**src/rtl/spi_fsu_pkg.sv**
```systemverilog
`timescale 1ns/1ps
package spi_fsu_pkg;
  localparam int ADDR_W  = 6;
  localparam int DATA_W  = 32;
  localparam int FIFO_D  = 8;
  localparam int NIB_W   = 4;
  localparam int NSRC    = 5;  // sticky sources: done, txth, rxth, txuf, rxof

  localparam logic [ADDR_W-1:0] OFF_STAT = 6'h0C;
  localparam logic [ADDR_W-1:0] OFF_IEN  = 6'h10;
  localparam logic [ADDR_W-1:0] OFF_THR  = 6'h14;
  localparam logic [ADDR_W-1:0] OFF_WCNT = 6'h18;
  localparam logic [ADDR_W-1:0] OFF_TXD  = 6'h1C;
  localparam logic [ADDR_W-1:0] OFF_RXD  = 6'h20;

  localparam logic [7:0] THR_RST = 8'h80;

  typedef enum int unsigned {
    SRC_DONE = 0, SRC_TXTH = 1, SRC_RXTH = 2, SRC_TXUF = 3, SRC_RXOF = 4
  } src_e;
endpackage

```
**src/rtl/spi_fsu_fifo.sv**
```systemverilog
`timescale 1ns/1ps
module spi_fsu_fifo #(
  parameter int W     = 32,
  parameter int DEPTH = 8,
  parameter int CNT_W = $clog2(DEPTH + 1)
) (
  input  logic             clk_i,
  input  logic             rst_ni,
  input  logic             push_i,
  input  logic [W-1:0]     wdata_i,
  input  logic             pop_i,
  output logic [W-1:0]     rdata_o,
  output logic [CNT_W-1:0] count_o,
  output logic             full_o,
  output logic             empty_o
);
  localparam int PTR_W = (DEPTH > 1) ? $clog2(DEPTH) : 1;
  localparam logic [PTR_W-1:0] LAST = PTR_W'(DEPTH - 1);

  logic [W-1:0]     mem [DEPTH];
  logic [PTR_W-1:0] wr_ptr, rd_ptr;
  logic [CNT_W-1:0] cnt_q;
  logic             do_push, do_pop;

  assign full_o  = (cnt_q == CNT_W'(DEPTH));
  assign empty_o = (cnt_q == '0);
  assign do_push = push_i & ~full_o;
  assign do_pop  = pop_i & ~empty_o;
  assign rdata_o = mem[rd_ptr];
  assign count_o = cnt_q;

  always_ff @(posedge clk_i) begin
    if (do_push) mem[wr_ptr] <= wdata_i;
  end

  always_ff @(posedge clk_i or negedge rst_ni) begin
    if (!rst_ni) begin
      wr_ptr <= '0;
      rd_ptr <= '0;
      cnt_q  <= '0;
    end else begin
      if (do_push) wr_ptr <= (wr_ptr == LAST) ? '0 : wr_ptr + 1'b1;
      if (do_pop)  rd_ptr <= (rd_ptr == LAST) ? '0 : rd_ptr + 1'b1;
      case ({do_push, do_pop})
        2'b10:   cnt_q <= cnt_q + 1'b1;
        2'b01:   cnt_q <= cnt_q - 1'b1;
        default: cnt_q <= cnt_q;
      endcase
    end
  end
endmodule

```
**src/rtl/spi_fsu_status.sv**
```systemverilog
`timescale 1ns/1ps
module spi_fsu_status
  import spi_fsu_pkg::*;
#(
  parameter int CNT_W = 4
) (
  input  logic             clk_i,
  input  logic             rst_ni,
  input  logic [CNT_W-1:0] tx_cnt_i,
  input  logic [CNT_W-1:0] rx_cnt_i,
  input  logic [NIB_W-1:0] tx_thr_i,
  input  logic [NIB_W-1:0] rx_thr_i,
  input  logic             done_i,
  input  logic             txuf_i,
  input  logic             rxof_i,
  input  logic [NSRC-1:0]  clr_i,
  output logic [NSRC-1:0]  stat_o
);
  logic [NSRC-1:0] set_v;
  logic [NSRC-1:0] stat_q;

  always_comb begin
    set_v           = '0;
    set_v[SRC_DONE] = done_i;
    set_v[SRC_TXTH] = 32'(tx_cnt_i) <= 32'(tx_thr_i);
    set_v[SRC_RXTH] = 32'(rx_cnt_i) >= 32'(rx_thr_i);
    set_v[SRC_TXUF] = txuf_i;
    set_v[SRC_RXOF] = rxof_i;
  end

  // set beats clear so a fresh event is never lost
  for (genvar k = 0; k < NSRC; k++) begin : g_bit
    always_ff @(posedge clk_i or negedge rst_ni) begin
      if (!rst_ni)        stat_q[k] <= 1'b0;
      else if (set_v[k])  stat_q[k] <= 1'b1;
      else if (clr_i[k])  stat_q[k] <= 1'b0;
    end
  end

  assign stat_o = stat_q;
endmodule

```
**src/rtl/spi_fsu_top.sv**
```systemverilog
`timescale 1ns/1ps
module spi_fsu_top
  import spi_fsu_pkg::*;
(
  input  logic              clk_i,
  input  logic              rst_ni,
  input  logic              reg_we_i,
  input  logic              reg_re_i,
  input  logic [ADDR_W-1:0] reg_addr_i,
  input  logic [DATA_W-1:0] reg_wdata_i,
  output logic [DATA_W-1:0] reg_rdata_o,
  input  logic              eng_tx_pop_i,
  output logic [DATA_W-1:0] eng_tx_data_o,
  output logic              eng_tx_empty_o,
  input  logic              eng_rx_push_i,
  input  logic [DATA_W-1:0] eng_rx_data_i,
  input  logic              eng_busy_i,
  input  logic              eng_done_i,
  input  logic              eng_txuf_i,
  input  logic              eng_rxof_i,
  output logic              irq_o
);
  localparam int CNT_W = $clog2(FIFO_D + 1);

  logic [NSRC-1:0]  ien_q;
  logic [7:0]       thr_q;
  logic [NSRC-1:0]  stat_q;
  logic [CNT_W-1:0] tx_cnt, rx_cnt;
  logic             tx_full, tx_empty, rx_full, rx_empty;
  logic [DATA_W-1:0] rx_head;
  logic             hit_stat, hit_txd, hit_rxd;
  logic             tx_push, rx_pop;
  logic [NSRC-1:0]  clr_v;

  assign hit_stat = reg_we_i && (reg_addr_i == OFF_STAT);
  assign hit_txd  = reg_we_i && (reg_addr_i == OFF_TXD);
  assign hit_rxd  = reg_re_i && (reg_addr_i == OFF_RXD);
  assign tx_push  = hit_txd;
  assign rx_pop   = hit_rxd;
  assign clr_v    = hit_stat ? reg_wdata_i[NSRC:1] : '0;

  spi_fsu_fifo #(.W(DATA_W), .DEPTH(FIFO_D), .CNT_W(CNT_W)) u_txf (
    .clk_i   (clk_i),
    .rst_ni  (rst_ni),
    .push_i  (tx_push),
    .wdata_i (reg_wdata_i),
    .pop_i   (eng_tx_pop_i),
    .rdata_o (eng_tx_data_o),
    .count_o (tx_cnt),
    .full_o  (tx_full),
    .empty_o (tx_empty)
  );

  spi_fsu_fifo #(.W(DATA_W), .DEPTH(FIFO_D), .CNT_W(CNT_W)) u_rxf (
    .clk_i   (clk_i),
    .rst_ni  (rst_ni),
    .push_i  (eng_rx_push_i),
    .wdata_i (eng_rx_data_i),
    .pop_i   (rx_pop),
    .rdata_o (rx_head),
    .count_o (rx_cnt),
    .full_o  (rx_full),
    .empty_o (rx_empty)
  );

  spi_fsu_status #(.CNT_W(CNT_W)) u_stat (
    .clk_i    (clk_i),
    .rst_ni   (rst_ni),
    .tx_cnt_i (tx_cnt),
    .rx_cnt_i (rx_cnt),
    .tx_thr_i (thr_q[3:0]),
    .rx_thr_i (thr_q[7:4]),
    .done_i   (eng_done_i),
    .txuf_i   (eng_txuf_i | (eng_tx_pop_i & tx_empty)),
    .rxof_i   (eng_rxof_i | (eng_rx_push_i & rx_full)),
    .clr_i    (clr_v),
    .stat_o   (stat_q)
  );

  always_ff @(posedge clk_i or negedge rst_ni) begin
    if (!rst_ni) begin
      ien_q <= '0;
      thr_q <= THR_RST;
    end else if (reg_we_i) begin
      if (reg_addr_i == OFF_IEN) ien_q <= reg_wdata_i[NSRC-1:0];
      if (reg_addr_i == OFF_THR) thr_q <= reg_wdata_i[7:0];
    end
  end

  always_comb begin
    reg_rdata_o = '0;
    unique case (reg_addr_i)
      OFF_STAT: reg_rdata_o = DATA_W'({stat_q, eng_busy_i});
      OFF_IEN:  reg_rdata_o = DATA_W'(ien_q);
      OFF_THR:  reg_rdata_o = DATA_W'(thr_q);
      OFF_WCNT: reg_rdata_o = DATA_W'({NIB_W'(tx_cnt), NIB_W'(rx_cnt)});
      OFF_RXD:  reg_rdata_o = rx_empty ? '0 : rx_head;
      default:  reg_rdata_o = '0;
    endcase
  end

  assign eng_tx_empty_o = tx_empty;
  assign irq_o          = |(stat_q & ien_q);
endmodule

```
**config.mk**
```make
export PLATFORM = sky130hd
export DESIGN_NAME = spi_fsu_top
export DESIGN_NICKNAME = d
export VERILOG_FILES = /design/src/rtl/spi_fsu_pkg.sv /design/src/rtl/spi_fsu_fifo.sv /design/src/rtl/spi_fsu_status.sv /design/src/rtl/spi_fsu_top.sv
export SDC_FILE = /design/constraint.sdc
export NUM_CORES = 1
export LEC_CHECK = 0
export ABC_CLOCK_PERIOD_IN_PS = 8300
export BUFFER_PORTS_ARGS = -buffer_cell sky130_fd_sc_hd__buf_2
export CORE_MARGIN = 5
export CORE_UTILIZATION = 60
export CTS_CLUSTER_DIAMETER = 50
export DETAILED_ROUTE_END_ITERATION = 16
export GPL_ROUTABILITY_DRIVEN = 0
export PLACE_DENSITY_LB_ADDON = 0.2
export SLEW_MARGIN = 40
export SYNTH_ARGS = -nofsm -noshare
export SYNTH_HDL_FRONTEND = slang
export SYNTH_SLANG_ARGS = --single-unit
export TNS_END_PERCENT = 50
```
**constraint.sdc**
```tcl
create_clock -name clk_i -period 8.3 [get_ports clk_i]
set_input_delay 1.66 -clock clk_i [delete_from_list [all_inputs] [get_ports clk_i]]
set_output_delay 1.66 -clock clk_i [all_outputs]
set_load 0.02 [all_outputs]
```
After elaboration in Yosys (flattened, before gate mapping)
Memory sizes are Yosys's and may differ from the RTL's.
Index checks and enable logic that the tools add are counted.
- register bits after elaboration: 38
- memory bits (writable): 512
- input port bits: 80
- word-level logic and storage cells: 92
- memories: 2
- memories (name ; depth ; width ; rd ports ; clocked after Yosys merged registers in ; wr ports ; RTL line ; source):
    u_rxf.mem ; 8 ; 32 ; 1 ; 0 ; 1 ; spi_fsu_fifo.sv:20 ; logic [W-1:0] mem [DEPTH];
    u_txf.mem ; 8 ; 32 ; 1 ; 0 ; 1 ; spi_fsu_fifo.sv:20 ;
- add/subtract/negate cells: 8
- order comparisons: 2
- eq/ne operators: 16
- mux-type cells: 23
- bitwise operators: 13
- reduce and logical (&&, ||, !) cells: 15
- operators with widths (operator ; number):
    $pmux 32 s5 ; 1
    $mux 32 ; 1
    $eq 6x5->1 const B ; 4
    $pmux 4 s2 ; 2
    $mux 1 ; 14
    $reduce_bool 2->1 ; 7
    $add 3x1->3 const B ; 4
    $eq 3x3->1 const B ; 4
    $mux 3 ; 4
    $add 4x1->4 const B ; 2
    $eq 4x4->1 const B ; 2
    $logic_not 4->1 ; 2
    $sub 4x1->4 const B ; 2
    $and 1x1->1 ; 6
    $eq 6x4->1 const B ; 1
    $eq 6x6->1 const B ; 1
    $and 5x5->5 ; 1
    $mux 5 ; 1
    $reduce_or 5->1 ; 1
    $eq 2x1->1 const B ; 2
    $eq 2x2->1 const B ; 2
    $ge 4x4->1 ; 1
    $le 4x4->1 ; 1
    $not 1->1 ; 4
    other kinds (3) ; 7

Depth between registers and ports, before layout
Gate-level depths: netlist of the first run.
- depth in word-level cells: 5
- gate-level depth with buffers: 12
- mapped depth without buffers: 11

Modules after synthesis
Synthesis of the first run repeated with hierarchy kept, for this count alone.
- cells, all modules: 1040
- area total of the unflattened synthesis: 22127.5 um2
- modules (own cells, without submodules) (module ; times used ; cells an instance ; area an instance (um2)):
    spi_fsu_fifo at u_rxf ; 1 ; 438 ; 10333.7
    spi_fsu_fifo at u_txf ; 1 ; 438 ; 10297.4
    spi_fsu_top ; 1 ; 124 ; 1128.6
    spi_fsu_status ; 1 ; 40 ; 367.9

Worst setup path after synthesis of the first run
No wires, ideal clock.
- path type: input -> register
- start: input port reg_addr_i[1]
- end: memory u_txf.mem[3][0] (enable)
- arrival: 5.318 ns
- path slack: 2.514 ns
- cell stages on the path: 5
- path buffers: 1
- cell sequence: or4b_1 -> buf_2 -> a211o_2 -> or2_4 -> nor3b_1
- cells in the longest elaborated chain, start to end: 5
- RTL lines (item ; RTL line ; source):
    from (decl) ; spi_fsu_top.sv:9 ; input logic [ADDR_W-1:0] reg_addr_i,
    $eq 6x5->1 ; spi_fsu_top.sv:36 ; assign hit_txd = reg_we_i && (reg_addr_i == OFF_TXD);
    $logic_and 1x1->1 ; spi_fsu_top.sv:36 ;
    $and 1x1->1 ; spi_fsu_fifo.sv:27 ; assign do_push = push_i & ~full_o;
    $mux 1 ; spi_fsu_fifo.sv:33 ; if (do_push) mem[wr_ptr] <= wdata_i;
    $mux 1 (not written as such) ; spi_fsu_fifo.sv:33 ;
    to (decl) ; spi_fsu_fifo.sv:20 ;
No other way between the ends.

Final worst setup path of the first run
- start: input port reg_addr_i[1]
- end: output port reg_rdata_o[3]
- cells in the longest elaborated chain, start to end: 2
- elaborated cells between the ends (all ways): 6
- those cells by class: 5 x eq/ne; 1 x mux
- RTL lines (item ; RTL line ; source):
    $eq 6x6->1 (tied with other cells) ; spi_fsu_top.sv:92 ; unique case (reg_addr_i)
    $pmux 32 s5 (*) ; spi_fsu_top.sv:92 ;
    to (decl) ; spi_fsu_top.sv:11 ; output logic [DATA_W-1:0] reg_rdata_o,
Mark *: on every way between the ends. The rest lies on a longest branch, timed or not.

==> flow_summary.rst, run 1 <==
.. list-table::
   :header-rows: 1

   * - Metric
     - Value
   * - DR pass1 iterations
     - 5
   * - Global-route wire length before repair
     - roughly 65,000 µm
   * - Placed Area
     - 0.0230 mm²
   * - Final routed wire length divided by cell count
     - roughly 25 µm
   * - Starting utilization of the core area
     - 0.607
   * - Clock tree from TritonCTS
     - yes
   * - Post-DP HPWL
     - 23,900 µm
   * - Transition time of the tightest slew-check pin
     - 0.787 ns
   * - Sequential share of the synthesized area
     - 0.756
   * - DRC Markers
     - 0
   * - Origin of the worst min-delay path
     - u_txf.wr_ptr[0]$_DFFE_PN0P_
   * - Fraction of synthesized cell area taken by the top area cell type
     - 0.712
   * - Fmax
     - just under 200 MHz
   * - Clock net sink count
     - 550
   * - Post-layout nets
     - approximately 1,300
   * - Hold-fix buffers at CTS
     - 0
   * - DRT iter0 DRCs
     - around 700
   * - Maximum capacitance violations
     - 0
   * - Worst-case headroom to the max-slew limit
     - 0.476
   * - Buffer depth of the longest clock path
     - 3
   * - Fillcell total
     - ~2,200
   * - Post-layout min period
     - approximately 5 ns
   * - Final routed wirelength across all metal layers
     - between 40,000 and 50,000 µm
   * - Number of cell rows
     - 69
   * - Number of antenna violations at the first check in global routing
     - 7
   * - Critical path launch point
     - reg_addr_i[1]
   * - Vias post-DR
     - approximately 10,000
   * - Leakage
     - 8.31 nW
   * - Per-instance average area after synthesis
     - ~22 µm²
   * - Floorplan die height
     - roughly 200 µm
   * - Floorplan die width
     - between 150 and 200 µm
   * - Number of failing hold endpoints at the final stage
     - 0
   * - Type of origin of the critical path
     - input pin
   * - Vias per inst
     - slightly above 6
   * - Maximum vdd ir drop
     - approximately 0.29 mV
   * - Maximum number of pins on one net before global-route repair
     - 52
   * - Type of element capturing the critical path
     - output pin
   * - Primary flip-flop cell chosen by synthesis mapping
     - sky130_fd_sc_hd__edfxtp_1
   * - Final standard cell count with taps included and fillers excluded
     - about 1,700
   * - Number of buffers added by the clock tree synthesis step
     - 53
   * - Classification of the worst-slack hold path
     - flop to flop
   * - Setup repair after global routing missed its margin
     - no
   * - Run status
     - completed
   * - Die outline area
     - ~0.040 mm²
   * - Clock input transition at the sequential cells of the worst setup and hold paths
     - roughly 0.06 ns
   * - Post-synthesis instance total
     - 999
   * - Final Cell Area
     - about 0.025 mm²
   * - Power per cell area
     - 302 mW/mm²
   * - Proportion of register bits with asynchronous set or reset after synthesis
     - 0.0691
   * - EDFF count, synth
     - roughly 500
   * - Number of pins with negative max-slew slack in the final report
     - 0
   * - Post-synth design cell area
     - between 0.02 and 0.025 mm²
   * - Flip-flop and latch count after synthesis
     - 550
   * - Grt ovf
     - 0
   * - Cell type with the highest aggregate area in the netlist
     - sky130_fd_sc_hd__edfxtp_1
   * - Required time of the critical path
     - roughly 6.6 ns
   * - Cell total after placement
     - 1,586
   * - Total number of H-tree levels
     - 2
   * - Area added between synthesis and finish
     - 15.1%
   * - Gates resized, CTS repair
     - 0
   * - Worst skew pair latency
     - approximately 0.60 ns
   * - Final setup skew
     - between 0.01 and 0.015 ns
   * - Area of the multi-input gates
     - 0.00515 mm²
   * - Number of global-route vias before repair
     - ~11,000
   * - Storage cell area
     - ~0.016 mm²
   * - Commonest cells after routing, fill and taps aside
     - 512 x sky130_fd_sc_hd__edfxtp_1, 144 x sky130_fd_sc_hd__buf_2, 128 x sky130_fd_sc_hd__mux4_2
   * - Arrival time at the worst endpoint
     - between 3 and 4 ns
   * - Total number of yosys warnings
     - 0
   * - Largest fanout on the critical path
     - 8
   * - Ratio of cells with drive above 1 in the final layout
     - 0.387
   * - Type of the worst setup path
     - input pin to output pin
   * - Clock tree root driver cell
     - sky130_fd_sc_hd__clkbuf_16
   * - Post-route antenna net violation count
     - 0
   * - Global Route Usage Sum
     - 0.216
   * - Area inside the core boundary
     - roughly 0.036 mm²
   * - Reg2Reg Launch Point
     - u_rxf.count_o[2]$_DFFE_PN0P_
   * - Final total power
     - between 7 and 8 mW
   * - Total nets after synthesis
     - between 1,000 and 1,500
   * - Setup TNS
     - 0 ns
   * - Commonest non-fill, non-tap cell in the layout
     - sky130_fd_sc_hd__edfxtp_1
   * - Final setup viols
     - 0
   * - Number of port buffers
     - approximately 150
   * - Ports placed on the boundary
     - 146
   * - Ranking of synthesized cells by area
     - sky130_fd_sc_hd__edfxtp_1 71%, sky130_fd_sc_hd__mux4_2 13%, sky130_fd_sc_hd__dfrtp_1 4.3%
   * - Period utilization
     - 0.607
   * - Library cells used by synthesis
     - 48
   * - Post-CTS Setup Repair Bufs
     - 0
-- Yosys cell counts (4+ instances only) --
master and number:
sky130_fd_sc_hd__a21o_1 4, sky130_fd_sc_hd__nand2b_1 8, sky130_fd_sc_hd__xnor2_1 4, sky130_fd_sc_hd__nand2_1 16
sky130_fd_sc_hd__buf_2 15, sky130_fd_sc_hd__dfrtp_1 37, sky130_fd_sc_hd__nor3_1 9, sky130_fd_sc_hd__a22oi_1 13
sky130_fd_sc_hd__mux4_2 128, sky130_fd_sc_hd__clkbuf_1 19, sky130_fd_sc_hd__o21ai_0 11, sky130_fd_sc_hd__xor2_1 6
sky130_fd_sc_hd__nor2_1 37, sky130_fd_sc_hd__a21oi_1 4, sky130_fd_sc_hd__buf_1 9, sky130_fd_sc_hd__mux2_2 58
sky130_fd_sc_hd__nor3b_1 4, sky130_fd_sc_hd__ha_1 22, sky130_fd_sc_hd__inv_1 12, sky130_fd_sc_hd__edfxtp_1 512
sky130_fd_sc_hd__mux2i_1 27, sky130_fd_sc_hd__nand3_1 11
-- worst max-delay path: stages --
cell and delay [ns]:
sky130_fd_sc_hd__buf_2 0.11, sky130_fd_sc_hd__or4b_1 0.67, sky130_fd_sc_hd__nor3b_2 0.52, sky130_fd_sc_hd__a22oi_1 0.13, sky130_fd_sc_hd__nand3_1 0.13, sky130_fd_sc_hd__buf_2 0.17
-- power by group --
part           total [mW]  switching [mW]  internal [mW]
clock network        2.49            1.02           1.47
logic                1.52           0.785          0.738
registers            3.49           0.216           3.27
-- area by class of cell --
cell class                      count  share of cell area
Inverter                           12             0.00181
Clock inverter                     35              0.0171
Timing Repair Buffer              169              0.0368
Antenna cell                        1            0.000101
Sequential cell                   550               0.657
Multi-Input combinational cell    394               0.207
Clock buffer                       62              0.0564
Tap cell                          461              0.0232
-- flip-flops by register name, indices dropped and copies added (netlist names) --
signal / cells
thr_q: 8
u_txf.wr_ptr: 3
u_txf.mem: 256
u_rxf.mem: 256
u_stat.stat_o: 5
u_rxf.count_o: 4
u_txf.count_o: 4
u_rxf.wr_ptr: 3
ien_q: 5
u_txf.rd_ptr: 3
u_rxf.rd_ptr: 3
-- routing by layer --
layer	track usage	up-vias	share of wire
li1	-	4503	-
met1	0.293	5382	0.40
met2	0.362	336	0.51
met3	0.0514	77	0.067
met4	0.0538	12	0.021
met5	0	-	0.0017
-- final timing paths --
| path | end | slack [ns] | depth (start not counted) |
|---|---|---|---|
| max | reg_rdata_o[3] | 3.26 | 6 |
| min | u_txf.wr_ptr[0]$_DFFE_PN0P_ | 0.54 | 2 |
| max reg2reg | u_rxf.count_o[2]$_DFFE_PN0P_ | 5.38 | 11 |
| min reg2reg | u_txf.wr_ptr[0]$_DFFE_PN0P_ | 0.54 | 2 |
| max in group asynchronous | u_rxf.rd_ptr[1]$_DFFE_PN0P_ | 6.88 | 1 |
| min in group asynchronous | u_rxf.count_o[1]$_DFFE_PN0P_ | 1.02 | 1 |
-- cells by family (layout without fill, tap and decap cells) --
group / after synthesis / after routing / share of synthesized area
buf+inv: 55 / 278 / 0.0104
mux: 213 / 213 / 0.176
fa+ha+maj: 22 / 22 / 0.0127
compound gates: 45 / 45 / 0.0148
other cells: 0 / 1 / 0
xor+xnor: 10 / 10 / 0.00405
flops: 550 / 550 / 0.756
simple gates: 104 / 104 / 0.0259
-- per-stage QoR --
| step | util | worst slack [ns] | hold WS (ns) |
|---|---|---|---|
| after floorplan | - | 2.51 | 0.472 |
| after global placement | 0.647 | 3.33 | 0.499 |
| after detailed placement | 0.648 | 3.30 | 0.519 |
| after CTS | 0.699 | 3.29 | 0.532 |
| after global routing | 0.699 | 3.16 | 0.559 |
| final | 0.699 | 3.26 | 0.541 |
Note: power is estimated with default switching activity, not from simulation.
==> run 2, diff against run 1 <==
--- a/config.mk
+++ b/config.mk
@@ -5,10 +5,10 @@
 export SDC_FILE = /design/constraint.sdc
 export NUM_CORES = 1
 export LEC_CHECK = 0
-export ABC_CLOCK_PERIOD_IN_PS = 8300
+export ABC_CLOCK_PERIOD_IN_PS = 4100
 export BUFFER_PORTS_ARGS = -buffer_cell sky130_fd_sc_hd__buf_2
 export CORE_MARGIN = 5
-export CORE_UTILIZATION = 60
+export CORE_UTILIZATION = 54
 export CTS_CLUSTER_DIAMETER = 50
 export DETAILED_ROUTE_END_ITERATION = 16
 export GPL_ROUTABILITY_DRIVEN = 0
==> constraint.sdc (replaced) <==
create_clock -name clk_i -period 4.1 [get_ports clk_i]
set_input_delay 0.82 -clock clk_i [delete_from_list [all_inputs] [get_ports clk_i]]
set_output_delay 0.82 -clock clk_i [all_outputs]
set_load 0.02 [all_outputs]
==> run 2 against run 1 <==
Net effect:
- flip-flop and latch count did not move
- register-to-register slack got worse by 4.1 ns
- global-route usage fell by 2.5 points
- via count fell by 0.77%
- critical path depth fell by 1
- sequential share of layout area fell by 0.37 points
- largest power group unchanged
==> flow_summary.rst, run 2 (synthesis results as in run 1) <==
.. list-table::
   :header-rows: 1

   * - Metric
     - Value
   * - Floorplan die height
     - 210 µm (+5.1%)
   * - Area added between synthesis and finish
     - 15.7%
   * - Worst skew pair latency
     - 0.59 ns (about the same)
   * - Number of cell rows
     - 73 (+5.8%)
   * - Commonest non-fill, non-tap cell in the layout
     - sky130_fd_sc_hd__edfxtp_1
   * - Post-CTS Setup Repair Bufs
     - 0 (unchanged)
   * - Post-DP HPWL
     - 24,500 µm (+2.5%)
   * - Worst-case headroom to the max-slew limit
     - 0.447 (-0.0288)
   * - Floorplan die width
     - 210 µm (+5.1%)
   * - Leakage
     - 8.32 nW (+0.18%)
   * - Die outline area
     - 0.0441 mm² (+11%)
   * - Smallest hold slack
     - 0.200 ns (-0.341 ns)
   * - Commonest cells after routing, fill and taps aside
     - 512 x sky130_fd_sc_hd__edfxtp_1, 144 x sky130_fd_sc_hd__buf_2, 128 x sky130_fd_sc_hd__mux4_2
   * - Number of pins with negative max-slew slack in the final report
     - 0 (unchanged)
   * - Type of element capturing the critical path
     - output pin
   * - Type of the worst setup path
     - flop to output pin
   * - Final routed wirelength across all metal layers
     - 41,700 µm (+0.39%)
   * - Period utilization
     - 0.880
   * - Starting utilization of the core area
     - 0.545 (-0.0624)
   * - Maximum vdd ir drop
     - 0.513 mV (+79%)
   * - Fmax
     - around 280 MHz
   * - Final standard cell count with taps included and fillers excluded
     - 1,756 (+4.3%)
   * - Grt ovf
     - 0 (unchanged)
   * - Arrival time at the worst endpoint
     - 2.79 ns (-0.59 ns)
   * - Biggest regs
     - u_rxf.mem: 256 flops, u_txf.mem: 256 flops, thr_q: 8 flops
   * - Final setup viols
     - 0 (unchanged)
   * - Required time of the critical path
     - 3.28 ns (-3.36 ns)
   * - Maximum number of pins on one net before global-route repair
     - 45 (-13%)
   * - Clock net sink count
     - 550 (unchanged)
   * - Number of global-route vias before repair
     - 10,900 (+0.29%)
   * - DR pass1 iterations
     - 6 (+1)
   * - Clock input transition at the sequential cells of the worst setup and hold paths
     - 0.06 ns (about the same)
   * - Final routed wire length divided by cell count
     - 23.7 µm (-3.7%)
   * - Number of antenna violations at the first check in global routing
     - 6 (-1)
   * - Number of port buffers
     - 145 (unchanged)
   * - Post-route antenna net violation count
     - 0 (unchanged)
   * - Final setup skew
     - 0.0144 ns (-0.000465 ns)
   * - Maximum capacitance violations
     - 0 (unchanged)
   * - Area inside the core boundary
     - 0.0396 mm² (+11%)
   * - Global-route wire length before repair
     - 64,300 µm (-0.49%)
   * - Fillcell total
     - 2,762 (+28%)
   * - Vias post-DR
     - 10,200 (-0.77%)
   * - Total number of H-tree levels
     - 2 (unchanged)
   * - Final total power
     - 15.0 mW (+100%)
   * - Cell total after placement
     - 1,654 (+4.3%)
   * - Place WS
     - 0.757 ns (-2.54 ns)
   * - Number of failing hold endpoints at the final stage
     - 0 (unchanged)
   * - Post-layout min period
     - 3.61 ns
   * - Type of origin of the critical path
     - flop
   * - Clock tree root driver cell
     - sky130_fd_sc_hd__clkbuf_16
   * - Largest fanout on the critical path
     - 35 (+27)
   * - Setup repair after global routing missed its margin
     - no
   * - Placed Area
     - 0.0233 mm² (+0.98%)
   * - Power per cell area
     - 599 mW/mm² (+99%)
   * - Transition time of the tightest slew-check pin
     - 0.830 ns (+0.0432 ns)
   * - Final Cell Area
     - 0.0250 mm² (+0.54%)
   * - Gates resized, CTS repair
     - 0 (unchanged)
   * - DRC Markers
     - 0 (unchanged)
   * - Number of buffers added by the clock tree synthesis step
     - 55 (+3.8%)
   * - Run status
     - completed
   * - Vias per inst
     - 5.83 (-4.8%)
   * - Clock tree from TritonCTS
     - yes
   * - Global Route Usage Sum
     - 0.191 (-0.0247)
   * - Hold-fix buffers at CTS
     - 0 (unchanged)
   * - Buffer depth of the longest clock path
     - 3 (unchanged)
   * - DRT iter0 DRCs
     - 712 (+4.7%)
   * - Classification of the worst-slack hold path
     - input pin to async pin
   * - Ratio of cells with drive above 1 in the final layout
     - 0.377 (-0.0103)
   * - Ports placed on the boundary
     - 146 (unchanged)
   * - Slack of the critical path
     - 0.493 ns (-2.77 ns)
   * - Post-layout nets
     - 1,288 (+0.47%)
==> run 2: per-layer routing <==
metal,routed length [µm],vias up,track usage,share of wire
li1,-,4520,-,-
met3,2520,59,0.0393,0.060
met2,21500,304,0.323,0.51
met1,16900,5340,0.260,0.41
met5,48,-,0,0.0012
met4,735,8,0.0495,0.018
==> run 2: worst max-delay path: stages, from the launching register on <==
cell and delay, ns:
sky130_fd_sc_hd__dfrtp_4 0.90, sky130_fd_sc_hd__buf_12 0.31, sky130_fd_sc_hd__mux4_2 0.54, sky130_fd_sc_hd__mux2i_1 0.18, sky130_fd_sc_hd__nor2_1 0.07, sky130_fd_sc_hd__buf_2 0.17
==> run 2: metrics by stage <==
step | TNS, ns | util
2_1_floorplan | -62.65 | -
3_3_place_gp | 0 | 0.586
3_5_place_dp | 0 | 0.587
4_1_cts | 0 | 0.631
5_1_grt | 0 | 0.631
6_report | 0 | 0.631
==> run 2: worst paths after layout <==
path / startpoint / endpoint / slack [ns] / depth (start not counted)
max: u_rxf.rd_ptr[0]$_DFFE_PN0P_ / reg_rdata_o[20] / 0.49 / 5
min: rst_ni / u_rxf.count_o[1]$_DFFE_PN0P_ / 0.20 / 1
max reg2reg: u_rxf.count_o[2]$_DFFE_PN0P_ / u_rxf.count_o[3]$_DFFE_PN0P_ / 1.25 / 7
min reg2reg: u_txf.wr_ptr[0]$_DFFE_PN0P_ / u_txf.wr_ptr[0]$_DFFE_PN0P_ / 0.53 / 2
max in group asynchronous: rst_ni / u_txf.rd_ptr[0]$_DFFE_PN0P_ / 3.51 / 1
min in group clk_i: eng_done_i / u_stat.stat_o[0]$_DFFE_PN0P_ / 0.41 / 2
==> run 2: area by class of cell <==
| class | count | area (µm²) | share of cell area |
|---|---|---|---|
| sequential | 550 | 16300 | 0.654 |
| multi-input combinational | 394 | 5170 | 0.207 |
| clock buffer | 71 | 1480 | 0.0592 |
| timing repair buffer | 173 | 1050 | 0.0418 |
| tap | 525 | 657 | 0.0263 |
| clock inverter | 29 | 255 | 0.0102 |
| inverter | 12 | 45.0 | 0.00180 |
| antenna | 2 | 5.00 | 0.000200 |
==> run 2: where the power goes <==
| part | internal [mW] | switching (mW) | total, mW |
|---|---|---|---|
| clock | 2.80 | 2.00 | 4.79 |
| sequential | 6.62 | 0.403 | 7.03 |
| combinational | 1.55 | 1.61 | 3.17 |
==> run 3, diff against run 2 <==
--- a/config.mk
+++ b/config.mk
@@ -8,7 +8,7 @@
 export ABC_CLOCK_PERIOD_IN_PS = 4100
 export BUFFER_PORTS_ARGS = -buffer_cell sky130_fd_sc_hd__buf_2
 export CORE_MARGIN = 5
-export CORE_UTILIZATION = 54
+export CORE_UTILIZATION = 40
 export CTS_CLUSTER_DIAMETER = 50
 export DETAILED_ROUTE_END_ITERATION = 16
 export GPL_ROUTABILITY_DRIVEN = 0
==> run 3 against run 2 <==
Net effect:
- global-route usage decreased by 3.3 points
- clock power increased by 15%
- die area increased by 33%
- final area increased by 2.6%
- via count increased by 0.11%
- final cell count increased by 11%
- critical path type unchanged
==> flow_summary.rst, run 3 (synthesis results as in run 1) <==
.. list-table::
   :header-rows: 1

   * - Metric
     - Value
   * - Smallest hold slack
     - 0.213 ns (+0.0125 ns)
   * - Switching Power
     - 4.23 mW (+5.3%)
   * - Floorplan die width
     - 242 µm (+15%)
   * - DRT iter0 DRCs
     - 632 (-11%)
   * - Number of port buffers
     - 145 (unchanged)
   * - Floorplan die height
     - 242 µm (+15%)
   * - Post-CTS Setup Repair Bufs
     - 0 (unchanged)
   * - Global Route Usage Sum
     - 0.158 (-0.0333)
   * - Vias post-DR
     - 10,200 (+0.11%)
   * - Sw Share
     - 0.268 (+0.000790)
   * - Maximum capacitance violations
     - 0 (unchanged)
   * - Final standard cell count with taps included and fillers excluded
     - 1,950 (+11%)
   * - Final routed wire length divided by cell count
     - 23.6 µm (-0.49%)
   * - Type of element capturing the critical path
     - output pin
   * - Number of pins with negative max-slew slack in the final report
     - 0 (unchanged)
   * - Commonest cells after routing, fill and taps aside
     - 512 x sky130_fd_sc_hd__edfxtp_1, 144 x sky130_fd_sc_hd__buf_2, 128 x sky130_fd_sc_hd__mux4_2
   * - Post-layout min period
     - 3.64 ns (+0.0291 ns)
   * - Required time of the critical path
     - 3.28 ns (about the same)
   * - Sequential fraction of design power
     - 0.449 (-0.020)
   * - Maximum vdd ir drop
     - 0.403 mV (-21%)
   * - Clock tree from TritonCTS
     - yes
   * - Critical path launch point
     - u_rxf.rd_ptr[0]$_DFFE_PN0P_
   * - Final routed wirelength across all metal layers
     - 46,100 µm (+11%)
   * - Area inside the core boundary
     - 0.0537 mm² (+35%)
   * - Post-layout nets
     - 1,311 (+1.8%)
   * - Gates resized, CTS repair
     - 0 (unchanged)
   * - Reg2Reg Launch Point
     - u_rxf.count_o[2]$_DFFE_PN0P_
   * - Type of origin of the critical path
     - flop
   * - Grt ovf
     - 0 (unchanged)
   * - Vias per inst
     - 5.25 (-9.9%)
   * - Setup repair after global routing missed its margin
     - no
   * - Cell total after placement
     - 1,837 (+11%)
   * - Leakage
     - 8.54 nW (+2.7%)
   * - Post-route antenna net violation count
     - 0 (unchanged)
   * - Number of antenna violations at the first check in global routing
     - 8 (+2)
   * - Number of global-route vias before repair
     - 11,000 (+0.96%)
   * - End-of-flow core utilization
     - 0.477 (-0.153)
   * - Ports placed on the boundary
     - 146 (unchanged)
   * - Ratio of cells with drive above 1 in the final layout
     - 0.395 (+0.0186)
   * - Classification of the worst-slack hold path
     - input pin to async pin
   * - Maximum number of pins on one net before global-route repair
     - 65 (+44%)
   * - Global-route wire length before repair
     - 70,500 µm (+9.5%)
   * - List of cells traversed by the critical path
     - buf_4, mux4_2, mux2i_1, nor2_1, buf_2
   * - Comb power frac
     - 0.202 (-0.009)
   * - Starting utilization of the core area
     - 0.402 (-0.143)
   * - Critical path's slowest cell
     - sky130_fd_sc_hd__dfrtp_4
   * - Hold-fix buffers at CTS
     - 0 (unchanged)
   * - Worst R2R Path Depth
     - 7 (unchanged)
   * - Final setup skew
     - 0.0141 ns (-0.000298 ns)
   * - DR pass1 iterations
     - 4 (-2)
   * - Capture point of the worst reg-to-reg path
     - u_rxf.count_o[3]$_DFFE_PN0P_
   * - Number of failing hold endpoints at the final stage
     - 0 (unchanged)
   * - Clock input transition at the sequential cells of the worst setup and hold paths
     - 0.05 ns (about the same)
   * - Number of buffers added by the clock tree synthesis step
     - 66 (+20%)
   * - Biggest regs
     - u_rxf.mem: 256 flops, u_txf.mem: 256 flops, thr_q: 8 flops
   * - Buffer depth of the longest clock path
     - 3 (unchanged)
   * - Die outline area
     - 0.0587 mm² (+33%)
   * - Transition time of the tightest slew-check pin
     - 0.767 ns (-0.0628 ns)
   * - Period utilization
     - 0.887 (+0.00710)
   * - Commonest non-fill, non-tap cell in the layout
     - sky130_fd_sc_hd__edfxtp_1
   * - Largest fanout on the critical path
     - 33 (-5.7%)
   * - Clock net sink count
     - 550 (unchanged)
   * - Worst-case headroom to the max-slew limit
     - 0.486 (+0.0391)
   * - Area added between synthesis and finish
     - 18.7%
   * - Total number of H-tree levels
     - 3 (+1)
   * - Worst reg-to-reg setup slack
     - 1.16 ns (-0.09 ns)
   * - Run status
     - completed
   * - Type of the worst setup path
     - flop to output pin
   * - Final setup viols
     - 0 (unchanged)
   * - Worst stage delay on the critical path
     - 0.84 ns (-0.06 ns)
   * - Clock tree root driver cell
     - sky130_fd_sc_hd__clkbuf_16
   * - Worst skew pair latency
     - 0.57 ns (-0.02 ns)
   * - Portion of total power attributed to the clock network
     - 0.349 (+0.029)
   * - DRC Markers
     - 0 (unchanged)
   * - Post-DP HPWL
     - 28,300 µm (+16%)
   * - Power per cell area
     - 614 mW/mm² (+2.4%)
   * - Capture point of the worst path
     - reg_rdata_o[24]
   * - Power Internal
     - 11.5 mW (+4.9%)
   * - Number of cell rows
     - 85 (+16%)
   * - Arrival time at the worst endpoint
     - 2.82 ns (+0.03 ns)
   * - Fmax
     - 275 MHz (-0.80%)
==> run 3: cell count changes in the layout (fill, tap and decap cells not counted), sizes merged <==
cell,delta
buf,+12
clkbuf,+13
clkinv,-5
clkinvlp,+1
inv,+2
==> run 3: area by class of cell <==
| type | instances | area (µm²) |
|---|---|---|
| antenna | 2 | 5.00 |
| clock buffer | 84 | 1780 |
| clock inverter | 27 | 268 |
| fill | 4477 | 28100 |
| inverter | 12 | 45.0 |
| multi-input combinational | 394 | 5180 |
| sequential | 550 | 16300 |
| tap | 696 | 871 |
| timing repair buffer | 185 | 1140 |
==> run 3: worst min-delay path by stage <==
stage                                         endpoint  slack [ns]  cells past startpoint
after floorplan           u_stat.stat_o[0]$_DFFE_PN0P_        0.47                      1
after global placement     u_txf.wr_ptr[0]$_DFFE_PN0P_        0.50                      2
after detailed placement   u_txf.wr_ptr[0]$_DFFE_PN0P_        0.51                      2
after CTS                 u_stat.stat_o[0]$_DFFE_PN0P_        0.20                      1
after global routing       u_rxf.rd_ptr[2]$_DFFE_PN0P_        0.23                      1
final                      u_rxf.rd_ptr[2]$_DFFE_PN0P_        0.21                      1
==> run 3: power by group through the flow <==
stage / Sequential [mW] / Clock (mW) / Combinational [mW]
floorplan: 6.88 / 0 / 2.42
global placement: 7.18 / 0 / 3.26
detailed placement: 7.20 / 0 / 3.28
CTS: 7.08 / 5.65 / 3.29
global route: 7.13 / 5.89 / 3.46
finish: 7.06 / 5.49 / 3.18
==> run 3: layer usage <==
layer	GRT usage	share of wire	vias up
met5	0	0.0015	-
li1	-	-	4580
met4	0.0435	0.020	10
met2	0.272	0.52	203
met1	0.202	0.41	5386
met3	0.0368	0.045	63
==> run 3: through the flow <==
stage	area (µm²)	TNS, ns	setup slack, ns	power [mW]
2_1_floorplan	21600	-62.65	-0.748	9.30
3_3_place_gp	23500	0	0.670	10.4
3_5_place_dp	23600	0	0.645	10.5
4_1_cts	25600	0	0.357	16.0
5_1_grt	25600	0	0.241	16.5
6_report	25600	0	0.464	15.7
==> run 3: critical path: cells and delay by family, from the launching register on <==
kind,cells,cell delay (ns)
flip-flops,1,0.84
buffers and inverters,2,0.55
multiplexers,2,0.75
AND/OR/NAND/NOR,1,0.06
